<file path="src/rtl/spi_tg_pkg.sv">
package spi_tg_pkg;

  localparam int PRE_W  = 2;
  localparam int SCL_W  = 4;
  localparam int ATTR_W = 24;
  // largest interval 7 * 2^16, largest period 7 * 32768
  localparam int DLY_W  = 19;
  localparam int PER_W  = 18;

  typedef enum logic [2:0] {
    TG_IDLE,
    TG_LEAD,
    TG_CLK,
    TG_TAIL,
    TG_GAP
  } tg_state_e;

  typedef struct packed {
    logic [DLY_W-1:0] lead_dly;
    logic [DLY_W-1:0] tail_dly;
    logic [DLY_W-1:0] gap_dly;
    logic [PER_W-1:0] hi_len;
    logic [PER_W-1:0] lo_len;
  } tg_timing_t;

  // odd prescaler (2p+1) shifted left by (n+1)
  function automatic logic [DLY_W-1:0] delay_len(input logic [PRE_W-1:0] pre,
                                                 input logic [SCL_W-1:0] pw);
    logic [31:0] odd;
    odd = {29'd0, pre, 1'b1};
    return DLY_W'(odd << ({28'd0, pw} + 32'd1));
  endfunction

  function automatic logic [2:0] baud_pre(input logic [PRE_W-1:0] code);
    case (code)
      2'd0:    return 3'd2;
      2'd1:    return 3'd3;
      2'd2:    return 3'd5;
      default: return 3'd7;
    endcase
  endfunction

  function automatic logic [15:0] baud_scl(input logic [SCL_W-1:0] code);
    if (code < 4'd4) return 16'(({14'd0, code[1:0]} + 16'd1) << 1);
    return 16'd1 << code;
  endfunction

  function automatic logic [PER_W-1:0] sck_period(input logic [PRE_W-1:0] pre,
                                                  input logic [SCL_W-1:0] scl);
    logic [31:0] prod;
    prod = {29'd0, baud_pre(pre)} * {16'd0, baud_scl(scl)};
    return PER_W'(prod);
  endfunction

  function automatic tg_timing_t decode(input logic [ATTR_W-1:0] a);
    tg_timing_t t;
    logic [PER_W-1:0] per;
    per        = sck_period(a[17:16], a[3:0]);
    t.lead_dly = delay_len(a[23:22], a[15:12]);
    t.tail_dly = delay_len(a[21:20], a[11:8]);
    t.gap_dly  = delay_len(a[19:18], a[7:4]);
    t.hi_len   = per >> 1;
    t.lo_len   = per - (per >> 1);
    return t;
  endfunction

endpackage

</file>
<file path="src/rtl/spi_tg_cfg.sv">
module spi_tg_cfg #(
  parameter int ATTR_W = spi_tg_pkg::ATTR_W
) (
  input  logic                   clk,
  input  logic                   rst_n,
  input  logic                   capture,
  input  logic [ATTR_W-1:0]      attr_in,
  output spi_tg_pkg::tg_timing_t timing
);
  logic [ATTR_W-1:0] held;
  logic [ATTR_W-1:0] sel;

  // live fields in the capture cycle so the first interval loads at once
  assign sel    = capture ? attr_in : held;
  assign timing = spi_tg_pkg::decode(sel);

  always_ff @(posedge clk or negedge rst_n) begin
    if (!rst_n)       held <= '0;
    else if (capture) held <= attr_in;
  end
endmodule

</file>
<file path="src/rtl/spi_tg_ivl.sv">
module spi_tg_ivl #(
  parameter int W = spi_tg_pkg::DLY_W
) (
  input  logic         clk,
  input  logic         rst_n,
  input  logic         load,
  input  logic [W-1:0] load_val,
  output logic         zero
);
  logic [W-1:0] cnt;

  assign zero = (cnt == '0);

  always_ff @(posedge clk or negedge rst_n) begin
    if (!rst_n)          cnt <= '0;
    else if (load)       cnt <= load_val - W'(1);
    else if (cnt != '0)  cnt <= cnt - W'(1);
  end
endmodule

</file>
<file path="src/rtl/spi_tg_sck.sv">
module spi_tg_sck #(
  parameter int PER_W = spi_tg_pkg::PER_W
) (
  input  logic             clk,
  input  logic             rst_n,
  input  logic             active,
  input  logic             launch,
  input  logic             stop,
  input  logic [PER_W-1:0] hi_len,
  input  logic [PER_W-1:0] lo_len,
  output logic             sck,
  output logic             lead_stb,
  output logic             trail_stb,
  output logic             period_end
);
  logic [PER_W-1:0] h;

  assign period_end = active && !sck && (h == '0);

  always_ff @(posedge clk or negedge rst_n) begin
    if (!rst_n) begin
      sck       <= 1'b0;
      lead_stb  <= 1'b0;
      trail_stb <= 1'b0;
      h         <= '0;
    end else begin
      lead_stb  <= 1'b0;
      trail_stb <= 1'b0;
      if (launch) begin
        sck      <= 1'b1;
        lead_stb <= 1'b1;
        h        <= hi_len - PER_W'(1);
      end else if (active) begin
        if (h != '0) begin
          h <= h - PER_W'(1);
        end else if (sck) begin
          sck       <= 1'b0;
          trail_stb <= 1'b1;
          h         <= lo_len - PER_W'(1);
        end else if (!stop) begin
          sck      <= 1'b1;
          lead_stb <= 1'b1;
          h        <= hi_len - PER_W'(1);
        end
      end
    end
  end
endmodule

</file>
<file path="src/rtl/spi_timing_gen.sv">
module spi_timing_gen (
  input  logic                          clk,
  input  logic                          rst_n,
  input  logic [spi_tg_pkg::ATTR_W-1:0] attr,
  input  logic                          start,
  input  logic                          frame_done,
  output logic                          sck,
  output logic                          lead_stb,
  output logic                          trail_stb,
  output logic                          cs_done,
  output logic                          asc_done,
  output logic                          dt_done,
  output logic                          busy
);
  import spi_tg_pkg::*;

  tg_state_e        st;
  tg_timing_t       tim;
  logic             capture;
  logic             ivl_zero;
  logic             ivl_load;
  logic [DLY_W-1:0] ivl_val;
  logic             period_end;
  logic             stop_req;
  logic             launch;

  assign capture  = start && (st == TG_IDLE);
  assign cs_done  = (st == TG_LEAD) && ivl_zero;
  assign asc_done = (st == TG_TAIL) && ivl_zero;
  assign dt_done  = (st == TG_GAP)  && ivl_zero;
  assign launch   = cs_done;
  assign busy     = (st != TG_IDLE);

  assign ivl_load = capture || (period_end && stop_req) || asc_done;
  assign ivl_val  = capture ? tim.lead_dly :
                    (st == TG_CLK) ? tim.tail_dly : tim.gap_dly;

  spi_tg_cfg #(.ATTR_W(ATTR_W)) u_cfg (
    .clk     (clk),
    .rst_n   (rst_n),
    .capture (capture),
    .attr_in (attr),
    .timing  (tim)
  );

  spi_tg_ivl #(.W(DLY_W)) u_ivl (
    .clk      (clk),
    .rst_n    (rst_n),
    .load     (ivl_load),
    .load_val (ivl_val),
    .zero     (ivl_zero)
  );

  spi_tg_sck #(.PER_W(PER_W)) u_sck (
    .clk        (clk),
    .rst_n      (rst_n),
    .active     (st == TG_CLK),
    .launch     (launch),
    .stop       (stop_req),
    .hi_len     (tim.hi_len),
    .lo_len     (tim.lo_len),
    .sck        (sck),
    .lead_stb   (lead_stb),
    .trail_stb  (trail_stb),
    .period_end (period_end)
  );

  // last bit reported only alongside a trailing-edge strobe
  always_ff @(posedge clk or negedge rst_n) begin
    if (!rst_n)      stop_req <= 1'b0;
    else if (launch) stop_req <= 1'b0;
    else if (st == TG_CLK && trail_stb && frame_done) stop_req <= 1'b1;
  end

  always_ff @(posedge clk or negedge rst_n) begin
    if (!rst_n) begin
      st <= TG_IDLE;
    end else begin
      case (st)
        TG_IDLE: if (start)                   st <= TG_LEAD;
        TG_LEAD: if (ivl_zero)                st <= TG_CLK;
        TG_CLK:  if (period_end && stop_req)  st <= TG_TAIL;
        TG_TAIL: if (ivl_zero)                st <= TG_GAP;
        TG_GAP:  if (ivl_zero)                st <= TG_IDLE;
        default:                              st <= TG_IDLE;
      endcase
    end
  end
endmodule

</file>
<file path="config.mk">
export PLATFORM = sky130hd
export DESIGN_NAME = spi_timing_gen
export DESIGN_NICKNAME = d
export VERILOG_FILES = /design/src/rtl/spi_tg_pkg.sv /design/src/rtl/spi_tg_cfg.sv /design/src/rtl/spi_tg_ivl.sv /design/src/rtl/spi_tg_sck.sv /design/src/rtl/spi_timing_gen.sv
export SDC_FILE = /design/constraint.sdc
export NUM_CORES = 1
export LEC_CHECK = 0
export BUFFER_PORTS_ARGS = -buffer_cell sky130_fd_sc_hd__buf_2
export CORE_MARGIN = 4
export CORE_UTILIZATION = 60
export CTS_BUF_LIST = sky130_fd_sc_hd__clkbuf_8
export CTS_CLUSTER_DIAMETER = 100
export DETAILED_ROUTE_END_ITERATION = 16
export PLACE_DENSITY = 0.84
export SYNTH_ARGS = -nofsm -noshare
export SYNTH_HDL_FRONTEND = slang
export SYNTH_SLANG_ARGS = --single-unit
</file>
<file path="constraint.sdc">
create_clock -name clk -period 13.2 [get_ports clk]
set_clock_uncertainty 0.1 [all_clocks]
set_input_delay 1.32 -clock clk [delete_from_list [all_inputs] [get_ports clk]]
set_output_delay 1.32 -clock clk [all_outputs]
set_load 0.005 [all_outputs]
</file>
Word level (Yosys, flattened, before mapping)
Index checks and enable logic that the tools add are counted.
{"block": "word_totals", "out_inout_bits": 7, "register_bits": 68, "wordCells": 96}
{"block": "classes", "n_reduce_logical": 25, "magnitude_cmp": 1, "multipliers": 1, "mux": 34, "addsub": 10, "n_eq_ne": 13, "shift": 4}
{"op": "$shl 3x32->19", "count": 3}
{"op": "$mux 18", "count": 5}
{"op": "$mux 19", "count": 4}
{"op": "$sub 19x1->19 const B", "count": 2}
{"op": "$sub 18x1->18 const B", "count": 2}
{"op": "$mux 16", "count": 2}
{"op": "$mux 24", "count": 1}
{"op": "$logic_not 19->1", "count": 1}
{"op": "$reduce_bool 19->1", "count": 1}
{"op": "$logic_not 18->1", "count": 1}
{"op": "$mul 3x16->18", "count": 1}
{"op": "$reduce_bool 18->1", "count": 1}
{"op": "$sub 17x1->18 const B", "count": 1}
{"op": "$sub 18x17->18", "count": 1}
{"op": "$shl 1x4->16 const A", "count": 1}
{"op": "$add 4x1->5 const B", "count": 3}
{"op": "$mux 1", "count": 15}
{"op": "$mux 3", "count": 5}
{"op": "$pmux 3 s5", "count": 1}
{"op": "$ne 2x2->1 const B", "count": 6}
{"op": "$logic_and 1x1->1", "count": 9}
{"op": "$pmux 3 s3", "count": 1}
{"op": "$eq 3x2->1 const B", "count": 2}
{"op": "$reduce_bool 2->1", "count": 3}
{"op": "14 further kinds", "count": 16}

Depth between registers and ports, before layout
{"block": "logic_depth", "word_depth": 13, "ltp_mapped": 34, "depth_no_buf": 28}

Modules after synthesis
A second synthesis with hierarchy kept.
{"block": "unflattened", "hier_cells": 1070, "area_unflattened_um2": 8380.5}
{"module": "spi_tg_cfg", "cells_each": 536, "area_per_inst_um2": 4113.9, "n_inst": 1, "seq_area_each_um2": 600.6}
{"module": "spi_tg_sck", "cells_each": 271, "area_per_inst_um2": 2107.0, "n_inst": 1, "seq_area_each_um2": 525.5}
{"module": "spi_tg_ivl", "cells_each": 150, "area_per_inst_um2": 1491.4, "n_inst": 1, "seq_area_each_um2": 475.5}
{"module": "spi_timing_gen", "cells_each": 113, "area_per_inst_um2": 668.1, "n_inst": 1, "seq_area_each_um2": 100.1}

Worst setup path before layout
No wires, ideal clock.
{"block": "synth_path", "kind": "input to register", "start": "input port start", "end": "register u_sck.h[17]", "arrival_ns": 7.277, "stages": 31, "t_required_ns": 13.005, "path_buffers": 5, "setup_slack_ns": 5.727, "setup_ns": 0.095, "path_cell_list": "or4b_4 -> buf_6 -> buf_2 -> clkbuf_1 -> clkbuf_1 -> clkbuf_1 -> nand2_1 -> nand2_1 -> a21oi_1 -> nor2_1 -> nor2_1 -> nand2_1 -> fa_1 -> inv_1 -> ha_1 -> nor2b_1 -> o31a_1 -> o21ai_0 -> a2bb2oi_1 -> a21oi_1 -> o21ai_0 -> nand2b_1 -> xnor2_1 -> ha_1 -> and3_1 -> nor2_1 -> nand2_1 -> o21ai_0 -> a31oi_1 -> xor2_1 -> o31ai_1"}
{"block": "synth_between", "elab_chain_cells": 12}
{"element": "start: declaration", "line_no": "spi_timing_gen.sv:5", "text": "input logic start,"}
{"element": "$logic_and 1x1->1 *", "line_no": "spi_timing_gen.sv:27", "text": "assign capture = start && (st == TG_IDLE);"}
{"element": "$mux 24 *"}
{"element": "net u_cfg.sel[0]", "line_no": "spi_tg_cfg.sv:11", "text": "logic [ATTR_W-1:0] sel;"}
{"element": "$lt 4x3->1 or $add 2x1->3 (tied branches)", "line_no": "spi_tg_pkg.sv:44", "text": "if (code < 4'd4) return 16'(({14'd0, code[1:0]} + 16'd1) << 1);"}
{"element": "$mux 1 or $mux 16 (tied branches)", "line_no": "spi_tg_pkg.sv:44"}
{"element": "$mux 16 *", "line_no": "spi_tg_pkg.sv:45", "text": "return 16'd1 << code;"}
{"element": "$mul 3x16->18 *", "line_no": "spi_tg_pkg.sv:51", "text": "prod = {29'd0, baud_pre(pre)} * {16'd0, baud_scl(scl)};"}
{"element": "$sub 18x17->18 or $sub 17x1->18 (tied branches)", "line_no": "spi_tg_pkg.sv:63, spi_tg_sck.sv:32, spi_tg_sck.sv:43"}
{"element": "$sub 18x1->18 or $mux 18 (tied branches)", "line_no": "spi_tg_sck.sv:39, spi_tg_sck.sv:40"}
{"element": "$mux 18", "line_no": "spi_tg_sck.sv:36", "text": "end else if (sck) begin"}
{"element": "$mux 18", "line_no": "spi_tg_sck.sv:34", "text": "if (h != '0) begin"}
{"element": "$mux 18", "line_no": "spi_tg_sck.sv:33", "text": "end else if (active) begin"}
{"element": "$mux 18 *", "line_no": "spi_tg_sck.sv:29", "text": "if (launch) begin"}
{"element": "end signal: assignment", "line_no": "spi_tg_sck.sv:32", "text": "h <= hi_len - PER_W'(1);"}
{"element": "end signal: assignment", "line_no": "spi_tg_sck.sv:35", "text": "h <= h - PER_W'(1);"}
{"element": "end signal: assignment", "line_no": "spi_tg_sck.sv:39", "text": "h <= lo_len - PER_W'(1);"}
{"element": "end: declaration", "line_no": "spi_tg_sck.sv:16", "text": "logic [PER_W-1:0] h;"}
The timed path passes the listed nets; every way through them passes the cells marked *. The select of a mux whose other input is x is not followed.
A chain may end at the register's enable or synchronous reset.

Worst setup path in the final report
{"block": "layout_path", "start": "input port start", "end": "register u_sck.h[17]"}
{"block": "layout_between", "elab_chain_cells": 12}
{"element": "$logic_and 1x1->1 *", "line_no": "spi_timing_gen.sv:27"}
{"element": "$mux 24 *"}
{"element": "$lt 4x3->1 or $add 2x1->3 (tied branches)", "line_no": "spi_tg_pkg.sv:44"}
{"element": "$mux 1 or $mux 16 (tied branches)", "line_no": "spi_tg_pkg.sv:44"}
{"element": "$mux 16", "line_no": "spi_tg_pkg.sv:45"}
{"element": "$mul 3x16->18 *", "line_no": "spi_tg_pkg.sv:51"}
{"element": "$sub 18x17->18 or $sub 17x1->18 (tied branches)", "line_no": "spi_tg_pkg.sv:63, spi_tg_sck.sv:32, spi_tg_sck.sv:43"}
{"element": "$sub 18x1->18 or $mux 18 (tied branches)", "line_no": "spi_tg_sck.sv:39, spi_tg_sck.sv:40"}
{"element": "$mux 18", "line_no": "spi_tg_sck.sv:36"}
{"element": "$mux 18", "line_no": "spi_tg_sck.sv:34"}
{"element": "$mux 18", "line_no": "spi_tg_sck.sv:33"}
{"element": "$mux 18 *", "line_no": "spi_tg_sck.sv:29"}
Every way passes the cells marked *; elsewhere a longest branch is shown, timed or not. The select of a mux whose other input is x is not followed.

==> flow_summary.toml <==
[cts]
cts_root_buffer = "clkbuf_8"
post_cts_buffers = 0
cts.sinks = 68
cts.path.max_buffers = 2
cts_hold_buf = 0
clk_latency_ns = 0.39
cts_made_buffers = 9
cts_resized = 0
h-tree-depth = 3
cts_tree = "yes"
clk_pin_slew_ns = 0.08

[sta]
min_period_ns = 7.204
report.final.slew_viol_count = 0
whs_ns = 0.4294
rsz0062_at_grt = "false"
slew_headroom = 0.2601
max_freq_mhz = 138.8
worstMarginPinSlew_ns = 1.106
setup_violations = 0
hold_viol = 0
period_share = 0.5458
setup_tns_ns = 0

[logic_synthesis]
yosysTopAreaCell = "dfrtp_1"
synthCells = 1100
post-synth-top-count-cell = "nand2_1"
yosys-top-cells-count = "136 x nand2_1, 104 x nor2_1, 73 x o21ai_0, 72 x inv_1, 68 x dfrtp_1"
postSynthAreaPerCell_um2 = 7.496
yosys_warnings = 0
yosysUniqueCellTypes = 82
yosysTopAreaCellShare = 0.2064
synth_ff_type = "dfrtp_1"
synth_edf_count = 0
async_flop_share = 1.000
ys_ff_latch = 68
synthTopCellsByArea = "dfrtp_1 21%, ha_1 8.6%, nand2_1 6.2%"
syn_area_mm2 = 0.008245
yosysSeqAreaShare = 0.2064

[setup_path]
end_kind = "register"
cp_max_fo = 56
slowest_stage = "a21oi_1"
cp.arrival_ns = 7.40
crit_family = "compound AO/OA/AOI/OAI gates"
r2r_end = "u_sck.h[17]"
crit_type = "in -> reg"
path_buf_inv = 3
cp_slowest_stage_delay_ns = 0.59
start_kind = "input pin"
required_ns = 13.39
worstReg2RegStart = "st[2]"
reg2regPathDepth = 26
ff2ff_setup_slack_ns = 6.41

[routing]
viasPerCell = 6.407
ant_nets = 0
drc_errors = 0
post_drt_wl_per_cell_um = 17.37
vias = 8272
firstDrtPassIters = 7
routed_wirelength_um = 22420
drtIter0Drc = 889

[worst_hold_path]
hold_path_end = "u_cfg.held[13]"
hold_start = "u_cfg.held[13]"
whs_path_depth = 2
hp-class = "reg -> reg"

[floorplanning]
fp.coreArea_mm2 = 0.01335
die_h_um = 125.2
rows = 42
start_util = 0.6177
die_w_um = 125.2
pin_count = 35
dieArea_mm2 = 0.01568

[cells_and_area]
design_area_mm2 = 0.008736
final_cells = 1291
area_growth_pct = 5.948
fin_nets = 1212
antennaDiodeCount = 0
layout-drive-gt1-share = 0.07982

[grt]
grt_pass1_vias = 8054
grt_usage = 0.2917
antenna_found_initial = 0
grt_pass1_wl_um = 38560
grt_max_degree = 69
overflow = 0

[place]
io_buffers = 34
dp_hpwl_um = 17270
routabilityCongestion = 0.9781
placed_cell_area_mm2 = 0.008521
dp.cells = 1276

[power]
p_leak_nw = 3.909
p_total_w = 0.0007870
peakVddDrop_mv = 0.06096
p_per_area_mw_per_mm2 = 90.09

[outcome]
outcome = "finished, final reports clean"

[flow_run]
cap_viol_max_count = 0
## report_power, final
part,switching (W),internal [W]
Clock,0.0000888,0.000110
Combinational,0.000191,0.000135
Sequential,0.0000233,0.000239
## state kept, by name, indices dropped and copies added, names as in the netlist
register	cells
u_sck.trail_stb	1
u_sck.lead_stb	1
u_cfg.held	24
st	3
u_ivl.cnt	19
u_sck.h	18
u_sck.sck	1
stop_req	1
## cells in the final DEF, fill, tap and decap left out, drive strengths merged, types with 13 or more instances in the layout
cell	instances
ha	57
a21oi	59
mux2i	21
nand3	61
a211oi	13
nor2	104
nand2	137
xor2	28
o21a	13
nor3	40
nand2b	20
fa	16
nor3b	14
dfrtp	68
buf	40
nor2b	16
and3	14
xnor2	33
inv	73
a21o	15
o21ai	74
## stage by stage
step,utilization,worst slack [ns]
after global routing,0.6545,5.319
after floorplan,-,5.727
after CTS,0.6545,6.015
after detailed placement,0.6384,5.618
after global placement,0.6384,5.862
final,0.6545,5.996
## logic make-up (layout without fill, tap and decap cells)
family,Yosys count,in the layout,synth area share
compound gates,274,274,0.2214
xor+xnor,61,61,0.06480
fa+ha+maj,73,73,0.1253
buf+inv,113,127,0.05402
flops,68,68,0.2064
mux,30,30,0.03870
other cells,2,3,0.0009108
simple gates,479,479,0.2885
## area by class of cell
cell class | instances | area (um2)
timing repair buffer | 40 | 215.2
clock inverter | 5 | 77.57
inverter | 72 | 270.3
multi-input combinational | 920 | 6113
clock buffer | 10 | 137.6
tap | 176 | 220.2
sequential | 68 | 1702
fill | 1206 | 4612
## tightest hold or removal path: stages (launching register included)
cell	delay, ns
dfrtp_1	0.34
nand2_1	0.05
nand2_1	0.10
## worst max-delay path by stage
stage               start  slack [ns]     endpoint  depth (start not counted)
floorplan           start        5.73  u_sck.h[17]                         31
global placement    start        5.86  u_sck.h[17]                         27
detailed placement  start        5.62  u_sck.h[17]                         27
CTS                 start        6.02  u_sck.h[17]                         27
global route        start        5.32  u_sck.h[17]                         27
finish              start        6.00  u_sck.h[17]                         27
## per-layer routing
metal	share of wire	track usage	up-vias
met5	0	0	-
met4	0.047	0.1365	0
met3	0.058	0.02985	87
met2	0.48	0.5043	367
met1	0.42	0.3668	3860
li1	-	-	3958
Power figures use the tool's default switching activity.
